[config.mk]
export PLATFORM = sky130hd
export DESIGN_NAME = uart_addr_rx
export DESIGN_NICKNAME = d
export VERILOG_FILES = /design/src/rtl/uart_rx_pkg.sv /design/src/rtl/rx_sync.sv /design/src/rtl/rx_frame_engine.sv /design/src/rtl/rx_irq_qual.sv /design/src/rtl/uart_addr_rx.sv
export SDC_FILE = /design/constraint.sdc
export NUM_CORES = 1
export LEC_CHECK = 0
export ABC_AREA = 0
export BUFFER_PORTS_ARGS = -buffer_cell sky130_fd_sc_hd__buf_2
export CELL_PAD_IN_SITES_DETAIL_PLACEMENT = 1
export CELL_PAD_IN_SITES_GLOBAL_PLACEMENT = 1
export CORE_MARGIN = 4
export CORE_UTILIZATION = 47
export DETAILED_ROUTE_END_ITERATION = 8
export PLACE_DENSITY_LB_ADDON = 0.12
export SLEW_MARGIN = 5
export SYNTH_ARGS = -nofsm -noshare
export SYNTH_HDL_FRONTEND = slang
export SYNTH_HIERARCHICAL = 1
export SYNTH_SLANG_ARGS = --single-unit
[constraint.sdc]
create_clock -name clk -period 2.3 [get_ports clk]
set_input_delay 0.115 -clock clk [delete_from_list [all_inputs] [get_ports clk]]
set_output_delay 0.115 -clock clk [all_outputs]
set_load 0.01 [all_outputs]
[src/rtl/uart_rx_pkg.sv]
package uart_rx_pkg;
  typedef enum logic [1:0] {
    RX_IDLE  = 2'd0,
    RX_START = 2'd1,
    RX_DATA  = 2'd2,
    RX_STOP  = 2'd3
  } rx_state_t;
endpackage

[src/rtl/rx_sync.sv]
module rx_sync #(
  parameter int STAGES = 2
) (
  input  logic clk,
  input  logic rst,
  input  logic d_i,
  output logic q_o
);
  logic [STAGES-1:0] sr;

  // The line idles high, so the chain resets to ones and no false start is seen.
  always_ff @(posedge clk) begin
    if (rst) sr <= '1;
    else     sr <= {sr[STAGES-2:0], d_i};
  end

  assign q_o = sr[STAGES-1];
endmodule

[src/rtl/rx_frame_engine.sv]
module rx_frame_engine
  import uart_rx_pkg::*;
#(
  parameter int OVS      = 16,
  parameter int MAX_BITS = 9
) (
  input  logic                clk,
  input  logic                rst,
  input  logic                en_i,
  input  logic                tick_i,
  input  logic                rx_i,
  input  logic                word9_i,
  output logic                done_o,
  output logic [MAX_BITS-1:0] word_o,
  output logic                w9_o,
  output logic                stop_ok_o
);
  localparam int CW   = $clog2(OVS);
  localparam int BW   = $clog2(MAX_BITS + 1);
  localparam int HALF = OVS / 2 - 1;

  rx_state_t           state;
  logic [CW-1:0]       tcnt;
  logic [BW-1:0]       bcnt;
  logic [MAX_BITS-1:0] sh;
  logic                w9_q;
  logic [BW-1:0]       last_bit;

  assign last_bit = w9_q ? BW'(MAX_BITS - 1) : BW'(MAX_BITS - 2);

  always_ff @(posedge clk) begin
    if (rst) begin
      state     <= RX_IDLE;
      tcnt      <= '0;
      bcnt      <= '0;
      sh        <= '0;
      w9_q      <= 1'b0;
      done_o    <= 1'b0;
      word_o    <= '0;
      w9_o      <= 1'b0;
      stop_ok_o <= 1'b1;
    end else if (!en_i) begin
      state  <= RX_IDLE;
      tcnt   <= '0;
      bcnt   <= '0;
      done_o <= 1'b0;
    end else begin
      done_o <= 1'b0;
      if (tick_i) begin
        case (state)
          RX_IDLE: begin
            if (!rx_i) begin
              state <= RX_START;
              tcnt  <= '0;
              w9_q  <= word9_i;
            end
          end
          RX_START: begin
            if (tcnt == CW'(HALF)) begin
              tcnt  <= '0;
              bcnt  <= '0;
              state <= rx_i ? RX_IDLE : RX_DATA;
            end else begin
              tcnt <= tcnt + 1'b1;
            end
          end
          RX_DATA: begin
            if (tcnt == CW'(OVS - 1)) begin
              tcnt <= '0;
              sh   <= {rx_i, sh[MAX_BITS-1:1]};
              if (bcnt == last_bit) state <= RX_STOP;
              else                  bcnt  <= bcnt + 1'b1;
            end else begin
              tcnt <= tcnt + 1'b1;
            end
          end
          RX_STOP: begin
            if (tcnt == CW'(OVS - 1)) begin
              tcnt      <= '0;
              state     <= RX_IDLE;
              done_o    <= 1'b1;
              stop_ok_o <= rx_i;
              w9_o      <= w9_q;
              word_o    <= w9_q ? sh : {1'b0, sh[MAX_BITS-1:1]};
            end else begin
              tcnt <= tcnt + 1'b1;
            end
          end
          default: state <= RX_IDLE;
        endcase
      end
    end
  end

  // a disable forces the frame engine back to idle on the next cycle
  a_r9_disable_to_idle: assert property (@(posedge clk) disable iff (rst)
    !en_i |=> (state == RX_IDLE && !done_o));

  // a word is only delivered straight out of the stop-bit phase
  a_r2_done_after_stop: assert property (@(posedge clk) disable iff (rst)
    done_o |-> $past(state == RX_STOP));
endmodule

[src/rtl/rx_irq_qual.sv]
module rx_irq_qual #(
  parameter int MAX_BITS = 9
) (
  input  logic                clk,
  input  logic                rst,
  input  logic                done_i,
  input  logic [MAX_BITS-1:0] word_i,
  input  logic                w9_i,
  input  logic                stop_ok_i,
  input  logic                addr_en_i,
  input  logic                par_en_i,
  input  logic                ack_i,
  output logic [MAX_BITS-1:0] word_o,
  output logic                ready_o,
  output logic                irq_o,
  output logic                is_addr_o,
  output logic                frame_err_o,
  output logic                parity_err_o
);
  logic top_bit;

  assign top_bit = w9_i ? word_i[MAX_BITS-1] : word_i[MAX_BITS-2];

  always_ff @(posedge clk) begin
    if (rst) begin
      word_o       <= '0;
      ready_o      <= 1'b0;
      irq_o        <= 1'b0;
      is_addr_o    <= 1'b0;
      frame_err_o  <= 1'b0;
      parity_err_o <= 1'b0;
    end else if (done_i) begin
      word_o       <= word_i;
      ready_o      <= 1'b1;
      irq_o        <= !addr_en_i || top_bit;
      is_addr_o    <= top_bit;
      frame_err_o  <= !stop_ok_i;
      parity_err_o <= par_en_i && !addr_en_i && (^word_i);
    end else if (ack_i) begin
      ready_o <= 1'b0;
      irq_o   <= 1'b0;
    end
  end

  // the request never stands without the ready flag
  a_r11_irq_needs_ready: assert property (@(posedge clk) disable iff (rst)
    irq_o |-> ready_o);

  // a data word does not interrupt while qualification is on
  a_r3_data_word_quiet: assert property (@(posedge clk) disable iff (rst)
    (done_i && addr_en_i && !top_bit) |=> !irq_o);

  // with qualification off every word interrupts
  a_r5_every_word_irq: assert property (@(posedge clk) disable iff (rst)
    (done_i && !addr_en_i) |=> (irq_o && ready_o));

  // parity is not reported while address qualification is on
  a_r6_parity_off_in_addr: assert property (@(posedge clk) disable iff (rst)
    (done_i && addr_en_i) |=> !parity_err_o);

  // acknowledge clears ready and request
  a_r10_ack_clears: assert property (@(posedge clk) disable iff (rst)
    (ack_i && !done_i) |=> (!ready_o && !irq_o));
endmodule

[src/rtl/uart_addr_rx.sv]
module uart_addr_rx #(
  parameter int OVS         = 16,
  parameter int WORD_MAX    = 9,
  parameter int SYNC_STAGES = 2
) (
  input  logic                clk,
  input  logic                rst,
  input  logic                baud_tick,
  input  logic                rxd,
  input  logic                word9,
  input  logic                addr_det_en,
  input  logic                parity_en,
  input  logic                rx_en,
  input  logic                mod_en,
  input  logic                rd_ack,
  output logic [WORD_MAX-1:0] rx_word,
  output logic                data_ready,
  output logic                rx_irq,
  output logic                is_addr,
  output logic                frame_err,
  output logic                parity_err
);
  logic                rx_s;
  logic                run;
  logic                fe_done;
  logic [WORD_MAX-1:0] fe_word;
  logic                fe_w9;
  logic                fe_stop_ok;

  assign run = mod_en && rx_en;

  rx_sync #(.STAGES(SYNC_STAGES)) u_sync (
    .clk (clk),
    .rst (rst),
    .d_i (rxd),
    .q_o (rx_s)
  );

  rx_frame_engine #(.OVS(OVS), .MAX_BITS(WORD_MAX)) u_engine (
    .clk       (clk),
    .rst       (rst),
    .en_i      (run),
    .tick_i    (baud_tick),
    .rx_i      (rx_s),
    .word9_i   (word9),
    .done_o    (fe_done),
    .word_o    (fe_word),
    .w9_o      (fe_w9),
    .stop_ok_o (fe_stop_ok)
  );

  rx_irq_qual #(.MAX_BITS(WORD_MAX)) u_qual (
    .clk          (clk),
    .rst          (rst),
    .done_i       (fe_done),
    .word_i       (fe_word),
    .w9_i         (fe_w9),
    .stop_ok_i    (fe_stop_ok),
    .addr_en_i    (addr_det_en),
    .par_en_i     (parity_en),
    .ack_i        (rd_ack),
    .word_o       (rx_word),
    .ready_o      (data_ready),
    .irq_o        (rx_irq),
    .is_addr_o    (is_addr),
    .frame_err_o  (frame_err),
    .parity_err_o (parity_err)
  );

  // no word is delivered while the receiver is disabled
  a_r9_no_ready_rise_disabled: assert property (@(posedge clk) disable iff (rst)
    (!$past(run) && !$past(data_ready)) |-> !data_ready);
endmodule

==> results by group <==
Run status
  • Status: finished, final reports clean

Clock tree
  • Clock Pin Slew Worst Setup and Hold Paths: 90 ps
  • CTS buffer count: 5
  • CTS Root Cell: clkbuf_8
  • CTS tree: yes
  • Clk_lat worst skew: around 300 ps
  • Max clock buf depth: 2
  • H-tree Lvls: 2
  • CTS sink cnt: 48

Setup path
  • Startpoint Class: flop
  • Worst path cell trace: ha_1, and4_4, and4_1, nor2_1, a211oi_1
  • Max incr delay on CP: about 590 ps
  • Worst EP required: 2500 ps
  • WP data arrival: ~2200 ps
  • CP Max Fanout: 18
  • Worst path slowest cell: and4_1
  • Crit path kind: reg -> reg
  • CP endpoint kind: flop

Place
  • DPL Wire Length: around 3400 µm
  • GPL Wtd Cong: approximately 0.75
  • Number of I/O port buffers: 23

Synth
  • Synthesized instance count: about 230
  • Sequential share of the synthesized area: between 40% and 50%
  • Leading area contributor after synthesis: dfxtp_1
  • Dominant cells by area after synthesis: dfxtp_1 45%, mux2i_1 14%, nor2_1 7.0%
  • Cell Area, Synth: approximately 2100 µm²
  • Post-synth EDFFs: 0
  • Synth warn: 6
  • Asr flop ratio synth: 0%
  • Syn nets: around 240
  • Distinct cell type count after synthesis: 48
  • Ys flop type: dfxtp_1
  • Yosys reg bits: 48
  • Post-synthesis average cell area: roughly 9.5 µm²
  • Share of the synthesized area in the top cell type: about 45%

Timing
  • Final Setup Violations: 0
  • Fmax: between 0.5 and 0.6 GHz
  • RSZ-0062 raised after global routing: no
  • Worst hold margin: 17.1 ps
  • Minimum clock period: 1970 ps
  • Sum Neg Setup Slack: 0 ps
  • Slew @ Worst Pin: 757 ps
  • Max-slew violation count: 0
  • Slew margin rel.: a little under 50%
  • Period utilisation layout: a little under nine tenths
  • Clock Skew: about 11 ps
  • Final hold vios: 0

Cells and area
  • Fin nets: ~260
  • Util after Layout: a little over half
  • Diodes inserted: 0
  • Most frequent cells in the layout: 48 x dfxtp_1, 40 x nor2_1, 30 x mux2i_1
  • Syn-to-layout area delta: 10.2%
  • Layout cell share with drive strength beyond 1: ~15%
  • Most common cell after layout, fill and taps aside: dfxtp_1

Floorplanning
  • Io pins: 24
  • Die Y: approximately 76 µm
  • Core area: about 4400 µm²
  • Starting Density: 48.9%
  • Die extent in x: about 76 µm
  • Area of the die: 5700 µm²
  • Num rows: 24

Power
  • VDD IR max: approximately 350 µV
  • P_leak: 0.926 nW
  • Pwr/cell area: approximately 620 nW/µm²

Detailed routing
  • Vias per std cell: 5.62
  • DRT Wirelength: between 4000 and 5000 µm
  • First-pass DRT Iterations: 4
  • Average wire per standard cell: 15.4 µm
  • DR vias: approximately 1700
  • DR DRC count: 0
  • ANT nets after route: 0
  • Number of DRC markers in iteration 0: 84

Min path
  • Class of the worst hold path: in -> reg

Flow run
  • Maxcap violations: 0

GRT
  • Number of global-route vias before repair: approximately 1600
  • First-pass GRT wire length: 7620 µm
  • Gr usage total: 17.1%
  • GR Overflow Total: 0
  • Antenna violations before repair: 0
  • Largest net degree at the start of global routing: just over 40
==> registers in the layout (all words and copies together) (netlist names), 2 cells and up, named ones only <==
signal           count
u_engine/bcnt        4
u_engine/sh          9
u_engine/tcnt        4
u_engine/word_o      9
u_qual/word_o        9
u_sync/sr            2
==> critical path: cells and delay by family, from the launching register on <==
family / cells / cell delay, ps
AOI/OAI and AO/OA: 1 / 240
adders and majority gates: 1 / 280
DFF: 1 / 370
and+or+nand+nor: 3 / 980
==> layout make-up <==
class                   count  area (µm²)
clock buffers               6        72.6
clock inverters             2        35.0
fillers                   519        2020
inverters                   3        11.3
multi-input cells         160        1080
flip-flops and latches     48         961
well taps                  52        65.1
repair buffers             26         140
==> synth_stat cells, types with 2 or more instances <==
master / number
a211oi_1: 11
a21oi_1: 5
a22oi_1: 2
a32oi_1: 2
and2_1: 2
and3_1: 3
buf_2: 6
buf_4: 2
clkbuf_1: 4
dfxtp_1: 48
ha_1: 2
inv_1: 3
mux2i_1: 30
nand2_1: 11
nand2b_1: 2
nand3_1: 5
nand4_1: 3
nand4b_1: 2
nor2_1: 40
nor2b_1: 4
nor3_1: 3
o211ai_1: 2
o21ai_0: 2
o22ai_1: 2
or2_1: 2
xnor2_1: 5
xor2_1: 2
==> through the flow <==
stage / power, mW / area [µm²] / setup slack [ps] / std cells
detailed placement: 0.890 / 2240 / 372 / 288
finish: 1.46 / 2360 / 330 / 297
floorplan: 0.873 / 2140 / 782 / 226
global route: 1.52 / 2360 / 177 / 297
CTS: 1.48 / 2360 / 311 / 297
global placement: 0.888 / 2240 / 434 / 288
==> where the power goes <==
group / switching (mW) / internal, mW / leakage [nW]
combinational: 0.0239 / 0.0130 / 0.484
clock: 0.269 / 0.323 / 0.0552
sequential: 0.00158 / 0.832 / 0.387
total: 0.295 / 1.17 / 0.926
==> repair_timing <==
item,4_1_cts,5_1_grt
gates resized for setup,0,0
hold buffers,1,0
hold endpoints to repair,1,0
buffers inserted,0,0
==> per-layer routing <==
layer	part of all wire (%)	vias to the layer above	track usage (%)
met1	47	809	22.7
met3	4.3	5	4.09
met5	0	-	0
met4	0.68	0	3.50
li1	-	831	-
met2	48	24	28.5
==> logic make-up after synthesis <==
family / share of synthesized area, %
adder cells (fa/ha/maj): 1.17
buffers and inverters: 4.90
AND/OR/NAND/NOR: 19.0
multiplexers: 14.0
flip-flops: 44.8
AO/OA/AOI/OAI: 12.2
XOR/XNOR: 3.91
==> worst paths after layout <==
kind	from	endpoint	slack (ps)	cells after the start
worst max-delay path	u_engine/tcnt[0]	u_engine/word_o[3]	330	5
worst min-delay path	addr_det_en	u_qual/irq_o	20	2
worst max register to register	u_engine/tcnt[0]	u_engine/word_o[3]	330	5
worst min register to register	u_sync/sr[0]	u_sync/sr[1]	420	1
No activity file was read; power rests on OpenSTA's default activity.
